### src/rtl/hfp_pkg.sv
package hfp_pkg;
  localparam int FRAC_W    = 24;
  localparam int EXP_W     = 7;
  localparam int EXT_W     = 32;
  localparam int DIG       = 4;
  localparam int MAX_ALIGN = 14;
  localparam int EI_W      = 10;
  localparam int ACC_W     = FRAC_W + EXT_W;
  localparam int WORD_W    = 1 + EXP_W + FRAC_W;
  localparam int LOG_DIG   = $clog2(DIG);
  localparam int SH_W      = $clog2(MAX_ALIGN * DIG + 1);

  typedef logic signed [EI_W-1:0] exp_t;

  localparam exp_t EXP_LIM = exp_t'((1 << EXP_W) - 1);

  typedef struct packed {
    logic                sign;
    exp_t                exp;
    logic [ACC_W-1:0]    frac;
  } ufp_t;

  typedef enum logic [2:0] {
    S_IDLE, S_NORM, S_ALIGN, S_SUM, S_RENORM, S_PACK, S_DONE
  } state_t;
endpackage

### src/rtl/hfp_digit_norm.sv
module hfp_digit_norm
  import hfp_pkg::*;
#(
  parameter int W = 56
) (
  input  logic [W-1:0] frac_i,
  input  exp_t         exp_i,
  output logic [W-1:0] frac_o,
  output exp_t         exp_o,
  output logic         is_norm,
  output logic         is_zero
);
  always_comb begin
    frac_o  = frac_i << DIG;
    exp_o   = exp_i - exp_t'(1);
    is_norm = |frac_i[W-1 -: DIG];
    is_zero = ~|frac_i;
  end
endmodule

### src/rtl/hfp_align.sv
module hfp_align
  import hfp_pkg::*;
(
  input  ufp_t             a_i,
  input  ufp_t             b_i,
  input  logic             sub_i,
  output ufp_t             big_o,
  output logic [ACC_W-1:0] small_o,
  output logic             eff_sub_o
);
  logic a_zero, b_zero, b_sign, a_less, swap, sm_sign;
  exp_t ea, eb, sm_e;
  logic [ACC_W-1:0] sm_frac;
  logic signed [EI_W:0] ediff;
  logic [SH_W-1:0] shamt;

  always_comb begin
    ea      = a_i.exp;
    eb      = b_i.exp;
    a_zero  = ~|a_i.frac;
    b_zero  = ~|b_i.frac;
    b_sign  = b_i.sign ^ sub_i;
    a_less  = (ea < eb) || ((ea == eb) && (a_i.frac < b_i.frac));
    swap    = a_zero || (!b_zero && a_less);
    if (swap) begin
      big_o   = b_i;
      big_o.sign = b_sign;
      sm_frac = a_i.frac;
      sm_e    = ea;
      sm_sign = a_i.sign;
    end else begin
      big_o   = a_i;
      sm_frac = b_i.frac;
      sm_e    = eb;
      sm_sign = b_sign;
    end
    ediff = (EI_W+1)'(big_o.exp) - (EI_W+1)'(sm_e);
    shamt = SH_W'(ediff) << LOG_DIG;
    if (ediff > MAX_ALIGN) small_o = '0;
    else                   small_o = sm_frac >> shamt;
    eff_sub_o = big_o.sign ^ sm_sign;
  end
endmodule

### src/rtl/hfp_pack.sv
module hfp_pack
  import hfp_pkg::*;
(
  input  ufp_t              v_i,
  output logic [WORD_W-1:0] word_o,
  output logic              lt_o,
  output logic              gt_o,
  output logic              ovf_o
);
  logic [FRAC_W:0]   rsum;
  logic [FRAC_W-1:0] fr;
  exp_t              e;

  always_comb begin
    rsum = {1'b0, v_i.frac[ACC_W-1 -: FRAC_W]} + (FRAC_W+1)'(v_i.frac[EXT_W-1]);
    if (rsum[FRAC_W]) begin
      fr = FRAC_W'(rsum >> DIG);
      e  = v_i.exp + exp_t'(1);
    end else begin
      fr = rsum[FRAC_W-1:0];
      e  = v_i.exp;
    end
    word_o = '0;
    lt_o   = 1'b0;
    gt_o   = 1'b0;
    ovf_o  = 1'b0;
    if (fr == '0) begin
      word_o = '0;
    end else if (e <= exp_t'(0)) begin
      ovf_o = 1'b1;
    end else if (e > EXP_LIM) begin
      ovf_o  = 1'b1;
      lt_o   = v_i.sign;
      gt_o   = !v_i.sign;
      word_o = {v_i.sign, {(WORD_W-1){1'b1}}};
    end else begin
      word_o = {v_i.sign, e[EXP_W-1:0], fr};
      lt_o   = v_i.sign;
      gt_o   = !v_i.sign;
    end
  end
endmodule

### src/rtl/hfp_addsub.sv
module hfp_addsub
  import hfp_pkg::*;
(
  input  logic              clk,
  input  logic              rst_n,
  input  logic              in_valid,
  output logic              in_ready,
  input  logic [WORD_W-1:0] in_a,
  input  logic [WORD_W-1:0] in_b,
  input  logic              in_sub,
  output logic              out_done,
  output logic [WORD_W-1:0] out_result,
  output logic              out_lt,
  output logic              out_gt,
  output logic              out_ovf
);
  state_t st;
  ufp_t   ra, rb, big;
  logic   sub_q, eff_q, eff_sub;

  logic [ACC_W-1:0] na_frac, nb_frac, small_frac;
  exp_t             na_exp, nb_exp;
  logic             na_norm, na_zero, nb_norm, nb_zero;
  logic [ACC_W:0]   sum_w;
  logic [WORD_W-1:0] pk_word;
  logic             pk_lt, pk_gt, pk_ovf;

  function automatic ufp_t unpack(input logic [WORD_W-1:0] w);
    ufp_t u;
    u.sign = w[WORD_W-1];
    u.exp  = '0;
    u.exp[EXP_W-1:0] = w[WORD_W-2 -: EXP_W];
    u.frac = {w[FRAC_W-1:0], {EXT_W{1'b0}}};
    return u;
  endfunction

  hfp_digit_norm #(.W(ACC_W)) u_norm_a (
    .frac_i(ra.frac), .exp_i(ra.exp), .frac_o(na_frac), .exp_o(na_exp),
    .is_norm(na_norm), .is_zero(na_zero));

  hfp_digit_norm #(.W(ACC_W)) u_norm_b (
    .frac_i(rb.frac), .exp_i(rb.exp), .frac_o(nb_frac), .exp_o(nb_exp),
    .is_norm(nb_norm), .is_zero(nb_zero));

  hfp_align u_align (
    .a_i(ra), .b_i(rb), .sub_i(sub_q),
    .big_o(big), .small_o(small_frac), .eff_sub_o(eff_sub));

  hfp_pack u_pack (
    .v_i(ra), .word_o(pk_word), .lt_o(pk_lt), .gt_o(pk_gt), .ovf_o(pk_ovf));

  always_comb begin
    if (eff_q) sum_w = {1'b0, ra.frac} - {1'b0, rb.frac};
    else       sum_w = {1'b0, ra.frac} + {1'b0, rb.frac};
  end

  assign in_ready = (st == S_IDLE);
  assign out_done = (st == S_DONE);

  always_ff @(posedge clk) begin
    if (!rst_n) begin
      st         <= S_IDLE;
      ra         <= '0;
      rb         <= '0;
      sub_q      <= 1'b0;
      eff_q      <= 1'b0;
      out_result <= '0;
      out_lt     <= 1'b0;
      out_gt     <= 1'b0;
      out_ovf    <= 1'b0;
    end else begin
      case (st)
        S_IDLE: if (in_valid) begin
          ra    <= unpack(in_a);
          rb    <= unpack(in_b);
          sub_q <= in_sub;
          st    <= S_NORM;
        end
        S_NORM: begin
          if (na_zero) begin
            ra.sign <= 1'b0;
            ra.exp  <= '0;
          end else if (!na_norm) begin
            ra.frac <= na_frac;
            ra.exp  <= na_exp;
          end
          if (nb_zero) begin
            rb.sign <= 1'b0;
            rb.exp  <= '0;
          end else if (!nb_norm) begin
            rb.frac <= nb_frac;
            rb.exp  <= nb_exp;
          end
          if ((na_zero || na_norm) && (nb_zero || nb_norm)) st <= S_ALIGN;
        end
        S_ALIGN: begin
          ra      <= big;
          rb.frac <= small_frac;
          eff_q   <= eff_sub;
          st      <= S_SUM;
        end
        S_SUM: begin
          if (sum_w[ACC_W]) begin
            ra.frac <= ACC_W'(sum_w >> DIG);
            ra.exp  <= ra.exp + exp_t'(1);
          end else begin
            ra.frac <= sum_w[ACC_W-1:0];
          end
          st <= S_RENORM;
        end
        S_RENORM: begin
          if (na_zero) begin
            ra.sign <= 1'b0;
            ra.exp  <= '0;
            st      <= S_PACK;
          end else if (na_norm) begin
            st <= S_PACK;
          end else begin
            ra.frac <= na_frac;
            ra.exp  <= na_exp;
          end
        end
        S_PACK: begin
          out_result <= pk_word;
          out_lt     <= pk_lt;
          out_gt     <= pk_gt;
          out_ovf    <= pk_ovf;
          st         <= S_DONE;
        end
        S_DONE:  st <= S_IDLE;
        default: st <= S_IDLE;
      endcase
    end
  end
endmodule

### config.mk
export PLATFORM = sky130hd
export DESIGN_NAME = hfp_addsub
export DESIGN_NICKNAME = d
export VERILOG_FILES = /design/src/rtl/hfp_pkg.sv /design/src/rtl/hfp_digit_norm.sv /design/src/rtl/hfp_align.sv /design/src/rtl/hfp_pack.sv /design/src/rtl/hfp_addsub.sv
export SDC_FILE = /design/constraint.sdc
export NUM_CORES = 1
export LEC_CHECK = 0
export BUFFER_PORTS_ARGS = -buffer_cell sky130_fd_sc_hd__buf_2
export CORE_MARGIN = 3
export CORE_UTILIZATION = 44
export DETAILED_ROUTE_END_ITERATION = 6
export GPL_TIMING_DRIVEN = 0
export RECOVER_POWER = 25
export SETUP_SLACK_MARGIN = 0.2
export SYNTH_ARGS = -nofsm -noshare
export SYNTH_HDL_FRONTEND = slang
export SYNTH_SLANG_ARGS = --single-unit
export TNS_END_PERCENT = 20
### constraint.sdc
create_clock -name clk -period 18 [get_ports clk]
set_clock_uncertainty 0.05 [all_clocks]
set_input_delay 1.8 -clock clk [delete_from_list [all_inputs] [get_ports clk]]
set_output_delay 1.8 -clock clk [all_outputs]
set_load 0.01 [all_outputs]
# Yosys cells after proc, flatten, opt, wreduce, memory -nomap -nowiden
# Index checks and enable logic that the tools add are counted.
classes:
  bitwise: 2
  reduce_logical: 29
  shift: 1
  order_cmp: 5
  n_addsub: 7
  n_mux: 39
  eq_ne: 20
ops:
  columns: ["operator", "n"]
  rows:
  - ["$mux W56", 5]
  - ["$pmux W66 S4", 1]
  - ["$mux W67", 3]
  - ["$pmux W56 S3", 1]
  - ["$mux W66", 2]
  - ["$reduce_or A56 Y1", 2]
  - ["$mux W32", 2]
  - ["$add A56 B56 Y57", 1]
  - ["$mux W57", 1]
  - ["$sub A56 B56 Y57", 1]
  - ["$lt A56 B56 Y1", 1]
  - ["$shr A56 B6 Y56", 1]
  - ["$mux W10", 5]
  - ["$mux W31", 1]
  - ["$add A24 B1 Y25", 1]
  - ["$logic_not A24 Y1", 1]
  - ["$mux W24", 1]
  - ["$pmux W11 S2", 1]
  - ["$sub A10 B2 Y10 const B", 2]
  - ["$pmux W3 S6", 1]
  - ["$ne A2 B2 Y1 const B", 7]
  - ["$mux W3", 4]
  - ["$reduce_and A3 Y1", 4]
  - ["$gt A11 B5 Y1 const B", 1]
  - ["26 further kinds", 53]
word_totals:
  output_inout_bits: 37
  register_bits: 174

# Longest topological paths before layout
# Gate-level depths: netlist of run 1.
depth:
  depth_word: 10
  depth_mapped: 27
  depth_no_buf: 19

# By module
# From an unflattened synthesis of run 1, not the netlist that was laid out.
unflattened:
  cells_unflattened: 3277
  hier_area_um2: 23228.5
modules_own_cells:
  columns: ["module", "instances", "cells_per_inst", "seq_area_each_um2", "area_per_inst_um2"]
  rows:
  - ["hfp_addsub", 1, 1908, 3483.3, 13928.4]
  - ["hfp_align", 1, 940, 0.0, 6313.6]
  - ["hfp_digit_norm", 2, 100, 0.0, 773.2]
  - ["hfp_pack", 1, 229, 0.0, 1440.1]

# Worst setup path before layout of run 1
# No wires, ideal clock.
synth_timing:
  kind: "register -> register"
  from: "reg rb[1] (netlist name)"
  to: "reg rb[13] (netlist name)"
  arrival_time_ps: 5549
  setup_slack_ps: 12277
  path_stages_with_launch: 24
  required_time_ps: 17826
  setup_time_ps: 124
  period_less_slack_ps: 5723
  path_cell_list: "dfxtp_1 -> inv_1 -> ha_1 -> nor2b_1 -> o2111ai_1 -> a2111oi_4 -> o2111ai_2 -> a2111o_1 -> a21oi_4 -> buf_6 -> buf_6 -> buf_6 -> buf_6 -> buf_4 -> mux2i_1 -> ha_1 -> inv_1 -> clkbuf_1 -> clkbuf_1 -> clkbuf_1 -> mux2i_1 -> o22ai_1 -> a221oi_1 -> a21oi_1"
synth_between:
  elab_chain_cells: 10
  word_cells_on_any_way: 16
  classes_between: "1 x add/sub; 2 x order compare; 1 x eq/ne; 1 x shift; 5 x mux; 6 x reduce/logical"
synth_lines:
  columns: ["item", "line", "rtl"]
  rows:
  - ["from (decl)", "hfp_addsub.sv:18", "ufp_t ra, rb, big;"]
  - ["from (signal assigned)", "hfp_addsub.sv:75", "rb <= unpack(in_b);"]
  - ["$lt A56 B56 Y1", "hfp_align.sv:23", "a_less = (ea < eb) || ((ea == eb) && (a_i.frac < b_i.frac));"]
  - ["$logic_and A1 B1 Y1", "hfp_align.sv:23", null]
  - ["$logic_or A1 B1 Y1", "hfp_align.sv:23", null]
  - ["$logic_and A1 B1 Y1", "hfp_align.sv:24", "swap = a_zero || (!b_zero && a_less);"]
  - ["$logic_or A1 B1 Y1", "hfp_align.sv:24", null]
  - ["$mux W67 or $mux W10 (tied branches)", "hfp_align.sv:25", "if (swap) begin"]
  - ["$sub A10 B10 Y11", "hfp_align.sv:37", "ediff = (EI_W+1)'(big_o.exp) - (EI_W+1)'(sm_e);"]
  - ["$gt A11 B5 Y1 or $shr A56 B6 Y56 (tied branches)", "hfp_align.sv:39, hfp_align.sv:40", null]
  - ["$mux W56", "hfp_align.sv:39", "if (ediff > MAX_ALIGN) small_o = '0;"]
  - ["$pmux W56 S3", "hfp_addsub.sv:72", "case (st)"]
# Several ways; a longest one is shown, not always the timed one. The select of a mux whose other input is x is not followed.
# A chain may end at the register's enable or synchronous reset.

# Final worst setup path of run 1
layout_timing:
  from: "reg rb[55] (netlist name)"
  to: "reg rb[13] (netlist name)"
# Same word-level chain as after synthesis.

==> results of run 1 <==
==> routing by layer <==
layer | vias up | global-route usage, %
met4 | 2 | 18.4
met3 | 345 | 9.18
li1 | 10800 | -
met2 | 1693 | 60.3
met5 | - | 0
met1 | 12000 | 53.8
==> synth_stat cells (all sizes together), types with 7 or more instances <==
cell type,count
a2111oi,7
a211o,7
a211oi,25
a21boi,14
a21o,26
a21oi,232
a221o,10
a221oi,77
a222oi,36
a22oi,32
a31oi,55
and2,39
and3,25
buf,50
clkbuf,189
dfxtp,173
ha,128
inv,162
mux2,48
mux2i,74
mux4,52
nand2,220
nand2b,22
nand3,97
nand3b,7
nand4,34
nor2,202
nor2b,28
nor3,59
nor3b,9
nor4,53
o2111ai,8
o211ai,38
o21a,13
o21ai,211
o21bai,39
o221ai,13
o22ai,28
o2bb2ai,13
o31ai,30
or2,10
or3,34
or4,10
xnor2,67
xor2,23
==> placed cells by master (no fill, tap or decap), drive strengths merged, types with 59 or more instances in the layout <==
master	instances
nand3	97
ha	128
buf	117
nor3	59
nand2	220
a21oi	232
dfxtp	173
nor2	202
clkbuf	249
xnor2	67
a221oi	77
o21ai	211
mux2i	74
inv	162
==> registers in the layout, summed over array words and instances (netlist names) <==
register,count
ra,67
out_gt,1
eff_q,1
out_ovf,1
rb,67
sub_q,1
st,3
out_result,32
==> cell type report <==
class,instances,area share (%)
diodes,1,0.0111
flip-flops and latches,173,15.4
plain buffers,239,4.48
multi-input cells,2219,69.2
clock inverters,9,0.606
clock buffers,22,2.11
well taps,600,3.33
inverters,163,2.72
repair buffers,105,2.16
==> cell families after synthesis <==
family,Yosys count,synth area share (%)
compound gates,961,31.1
xor+xnor,90,3.81
fa+ha+maj,130,7.94
buf+inv,402,7.84
flops,173,16.8
mux,174,11.9
simple gates,864,20.7
==> critical path, cell delays in order (launching register included) <==
cell and delay (ps):
dfxtp_1 460, nor4_1 1280, nand4_1 340, nor4_1 930, buf_4 310, or4_1 340, nor4_4 150, a21oi_4 240
buf_6 190, buf_6 170, buf_6 220, buf_6 210, buf_4 290, mux2i_1 230, ha_1 280, inv_1 130
clkbuf_1 580, clkbuf_1 570, clkbuf_1 610, mux2i_1 340, o22ai_1 180, a221oi_1 340, a21oi_1 120
==> final timing paths <==
path | from | end | depth (start not counted)
worst max register to register | rb[55] | rb[13] | 22
worst min register to register | out_result[0] | out_result[0] | 2
worst min-delay path | out_result[0] | out_result[0] | 2
worst max-delay path | rb[55] | rb[13] | 22
==> stage by stage <==
| stage | setup WS [ps] | cell area, um2 | util (%) |
|---|---|---|---|
| 2_1_floorplan | 12280 | 20700 | - |
| 3_3_place_gp | 9530 | 21900 | 47.8 |
| 3_5_place_dp | 10120 | 22000 | 47.9 |
| 4_1_cts | 10080 | 22600 | 49.2 |
| 5_1_grt | 9120 | 22500 | 49.1 |
| 6_report | 9270 | 22500 | 49.1 |
==> metrics.md, run 1 <==
| Metric | Value |
|---|---|
| Status | finished, violations left |
| Failing checks | max-capacitance violations, max-slew violations |
| H-Tree Depth | 4 |
| Final WL | 104 mm |
| Setup bufs post-CTS | 0 |
| Critical path required time | 18290 ps |
| Multi-input logic area | 0.0156 mm2 |
| Layout cells sized above 1 | 9.22% |
| Hold_buf cts | 0 |
| Met2 routed WL | 44.0 mm |
| Crit end category | register |
| Top_reg_cell synth | dfxtp_1 |
| Max-slew violations | 1 |
| Met3 routed WL | 11.5 mm |
| Mapped Avg Cell Area | 7.40 um2 |
| Port Buffers | 103 |
| Routed length per placed instance | 29.4 um |
| CTS buffer count | 17 |
| DR top layer | met5 |
| Routability cong. | 1.07 |
| All-Layer GR Usage | 39.8% |
| Final TNS setup | 0 ps |
| Die Ht | 223 um |
| Endpoints failing hold | 0 |
| Fin cells | 3531 |
| Largest net degree at the start of global routing | 17 |
| Core Area | 0.0459 mm2 |
| Arrival @ worst endpoint | 9020 ps |
| WS Path Type | reg2reg |
| Synth unique cells | 89 |
| Clock slew at reported path FFs | 70 ps |
| Final period utilization | 48.5% |
| Max transition margin | -0.488% |
| Post-DP HPWL | 82.5 mm |
| Setup slack, reg-to-reg | 9270 ps |
| Synth Warn # | 0 |
| EDFF count, synth | 0 |
| Max clock buf depth | 2 |
| RSZ-0062 raised after global routing | no |
| Post-CTS sizing | 0 |
| Net count after synthesis | 2992 |
| Vias in the first global route | 22600 |
| Area grow syn2layout | 8.95% |
| Post-route ant nets | 0 |
| Wl on met1 | 42.2 mm |
| Setup violators final | 0 |
| Via count | 24800 |
| # nets final | 3116 |
| Grt total ovfl | 0 |
| Slew @ Worst Pin | 1490 ps |
| Starting DRT DRC Count | 3677 |
| Ys async rst share | 0% |
| Fin crit period | 8730 ps |
| Initial antenna violation count | 3 |
| Crit path max fanout | 10 |
| Number of remaining DRC errors | 0 |
| Post-Syn Instances | 2794 |
| Max Cap Violations | 1 |
| Max Fclk | 115 MHz |
| Die W | 223 um |
| Fill count | 4691 |
| Crit start category | register |
| Synth area leaders | dfxtp_1 17%, ha_1 7.7%, mux4_2 5.7% |
| Initial core utilization | 45.1% |
| Clk sinks | 173 |
| Synth top area share | 16.8% |
| Global-route wire length before repair | 151 mm |
| Vias per inst | 7.01 |
| Worst hold slack | 407 ps |
| Num rows | 78 |
| Mapped cell area | 0.0207 mm2 |
| I/O pin cnt | 105 |
| Storage element area | 0.00346 mm2 |
| Yosys reg bits | 173 |
| Dpl cells | 3499 |
| Sequential element share of the synthesized area | 16.8% |
| Die Area | 0.0496 mm2 |
| Number of detailed-route iterations in the first pass | 7 |
| CTS root buf | clkbuf_16 |
| Worst min path class | reg2reg |
| CTS tree | built |
| Skew-Pair Late Insertion Delay | 470 ps |
| Largest area contributor in the netlist | dfxtp_1 |
Power of run 1 is not shown: default switching activity piles up to over one toggle a cycle in this logic, so the estimate is an artifact.
==> run 2, diff against run 1 <==
clock period = 7.2 ns   (was 18 ns; I/O delays follow)
==> run 2 against run 1 <==
  * Global-route usage barely moved
  * Largest cell class unchanged
  * The flow now finishes without violations
  * Critical path depth rose by 2
  * Sequential share of layout area fell by 0.074 points
==> metrics.md, run 2 (synthesized netlist as in run 1, its figures left out) <==
| Metric | Value |
|---|---|
| Status | finished, final reports clean |
| Area grow syn2layout | 9.75% |
| Starting DRT DRC Count | 3412 |
| Via count | 24800 |
| Vias in the first global route | 22700 |
| Post-Layout Inst Area | 0.0227 mm2 |
| Final WL | 104 mm |
| Core Area | 0.0459 mm2 |
| Fill count | 4669 |
| RSZ-0062 raised after global routing | yes |
| Endpoints failing hold | 0 |
| Number of remaining DRC errors | 0 |
| Num rows | 78 |
| Routability cong. | 1.07 |
| Setup violators final | 0 |
| H-Tree Depth | 4 |
| WS Path Type | reg2reg |
| I/O pin cnt | 105 |
| CTS root buf | clkbuf_16 |
| Layout cells sized above 1 | 10.6% |
| Crit end category | register |
| Port Buffers | 103 |
| Fin crit period | 6990 ps |
| Worst slack, placed | -676 ps |
| Max clock buf depth | 2 |
| Post-layout util | 49.5% |
| Global-route wire length before repair | 151 mm |
| Routed length per placed instance | 29.5 um |
| Initial antenna violation count | 2 |
| Worst Slack Setup Final | 214 ps |
| Arrival @ worst endpoint | 7330 ps |
| Skew-Pair Late Insertion Delay | 470 ps |
| Vias per inst | 7.03 |
| Clock slew at reported path FFs | 70 ps |
| Number of detailed-route iterations in the first pass | 7 |
| CTS tree | built |
| Max-slew violations | 0 |
| Post-DP HPWL | 82.5 mm |
| Most frequent cells in the layout | 231 x a21oi_1, 219 x nand2_1, 211 x clkbuf_1, 207 x o21ai_0, 201 x nor2_1 |
| CTS buffer count | 17 |
| Crit path max fanout | 10 |
| Max transition margin | 8.80% |
| Grt total ovfl | 0 |
| Post-route ant nets | 0 |
| Clk sinks | 173 |
| Biggest regs | ra (67), rb (67), out_result (32) |
| Hold_buf cts | 0 |
| Worst min path class | reg2reg |
| Area after DPL | 0.0220 mm2 |
| Final period utilization | 97.0% |
| Max Cap Violations | 0 |
| DR top layer | met5 |
| Initial core utilization | 45.1% |
| Slew @ Worst Pin | 1370 ps |
| Worst hold slack | 409 ps |
| All-Layer GR Usage | 39.8% |
| Die W | 223 um |
| Max Fclk | 143 MHz |
| Critical path required time | 7550 ps |
| Wl on met1 | 42.5 mm |
| Met2 routed WL | 44.5 mm |
| Met3 routed WL | 11.4 mm |
| Die Area | 0.0496 mm2 |
| Die Ht | 223 um |
| Largest net degree at the start of global routing | 17 |
| Crit start category | register |
| # nets final | 3117 |
| Most common cell after layout, fill and taps aside | a21oi_1 |
==> run 2: changes by cell type in the layout (fill, tap and decap cells not counted), moves of 3 or more <==
cell      before  now
clkbuf_1     228  211
clkbuf_2       0   14
clkbuf_4       1    4
dfxtp_1      173  166
dfxtp_2        0    7
nor4_1        50   46
==> run 2: per-stage QoR <==
step                std cells  TNS, ps
floorplan                2794        0
global placement         3497   -45990
CTS                      3530        0
detailed placement       3499   -13910
global route             3531        0
finish                   3532        0
==> run 2: timing repair <==
action | 4_1_cts | 5_1_grt
pin swaps | 2 | 3
gates resized for setup | 18 | 49
cloned | 0 | 0
buffers inserted | 0 | 1
setup endpoints to repair | 56 | 85
==> run 2: metal layers <==
layer	vias to the layer above	global-route usage, %
met1	12000	53.7
met3	312	9.31
met4	2	18.1
li1	10800	-
met2	1688	60.4
met5	-	0
==> run 2: cell type report <==
| class | count | area, um2 | share of cell area (%) |
|---|---|---|---|
| Multi-Input combinational cell | 2219 | 15700 | 69.2 |
| Sequential cell | 173 | 3470 | 15.3 |
| Tap cell | 600 | 751 | 3.31 |
| Buffer | 239 | 1050 | 4.62 |
| Clock buffer | 22 | 474 | 2.09 |
| Timing Repair Buffer | 106 | 493 | 2.17 |
| Antenna cell | 1 | 2.50 | 0.0110 |
| Inverter | 163 | 612 | 2.70 |
| Clock inverter | 9 | 136 | 0.601 |
==> run 2: path summary, 6_finish.rpt <==
kind | from | to | slack (ps) | cells past startpoint
worst min register to register | out_result[6] | out_result[6] | 410 | 2
worst max register to register | rb[52] | rb[16] | 210 | 24
worst min-delay path | out_result[6] | out_result[6] | 410 | 2
worst max-delay path | rb[52] | rb[16] | 210 | 24
==> run 2: worst max-delay path: stages (launching register included) <==
cell      delay, ps
dfxtp_1         560
inv_1           200
ha_1            320
clkbuf_2        220
nand4_1         290
nor4_4          510
nand2_1         220
a2111o_2        520
a21oi_4         230
buf_6           190
buf_6           170
buf_6           220
buf_6           220
buf_6           240
mux2i_1         220
ha_1            230
inv_1            80
and3_1          170
o21ai_0         210
or4b_4          580
buf_2           220
clkbuf_1        310
o22ai_1         390
a221oi_1        130
a21oi_1         170
Power of run 2 is left out for the same reason.
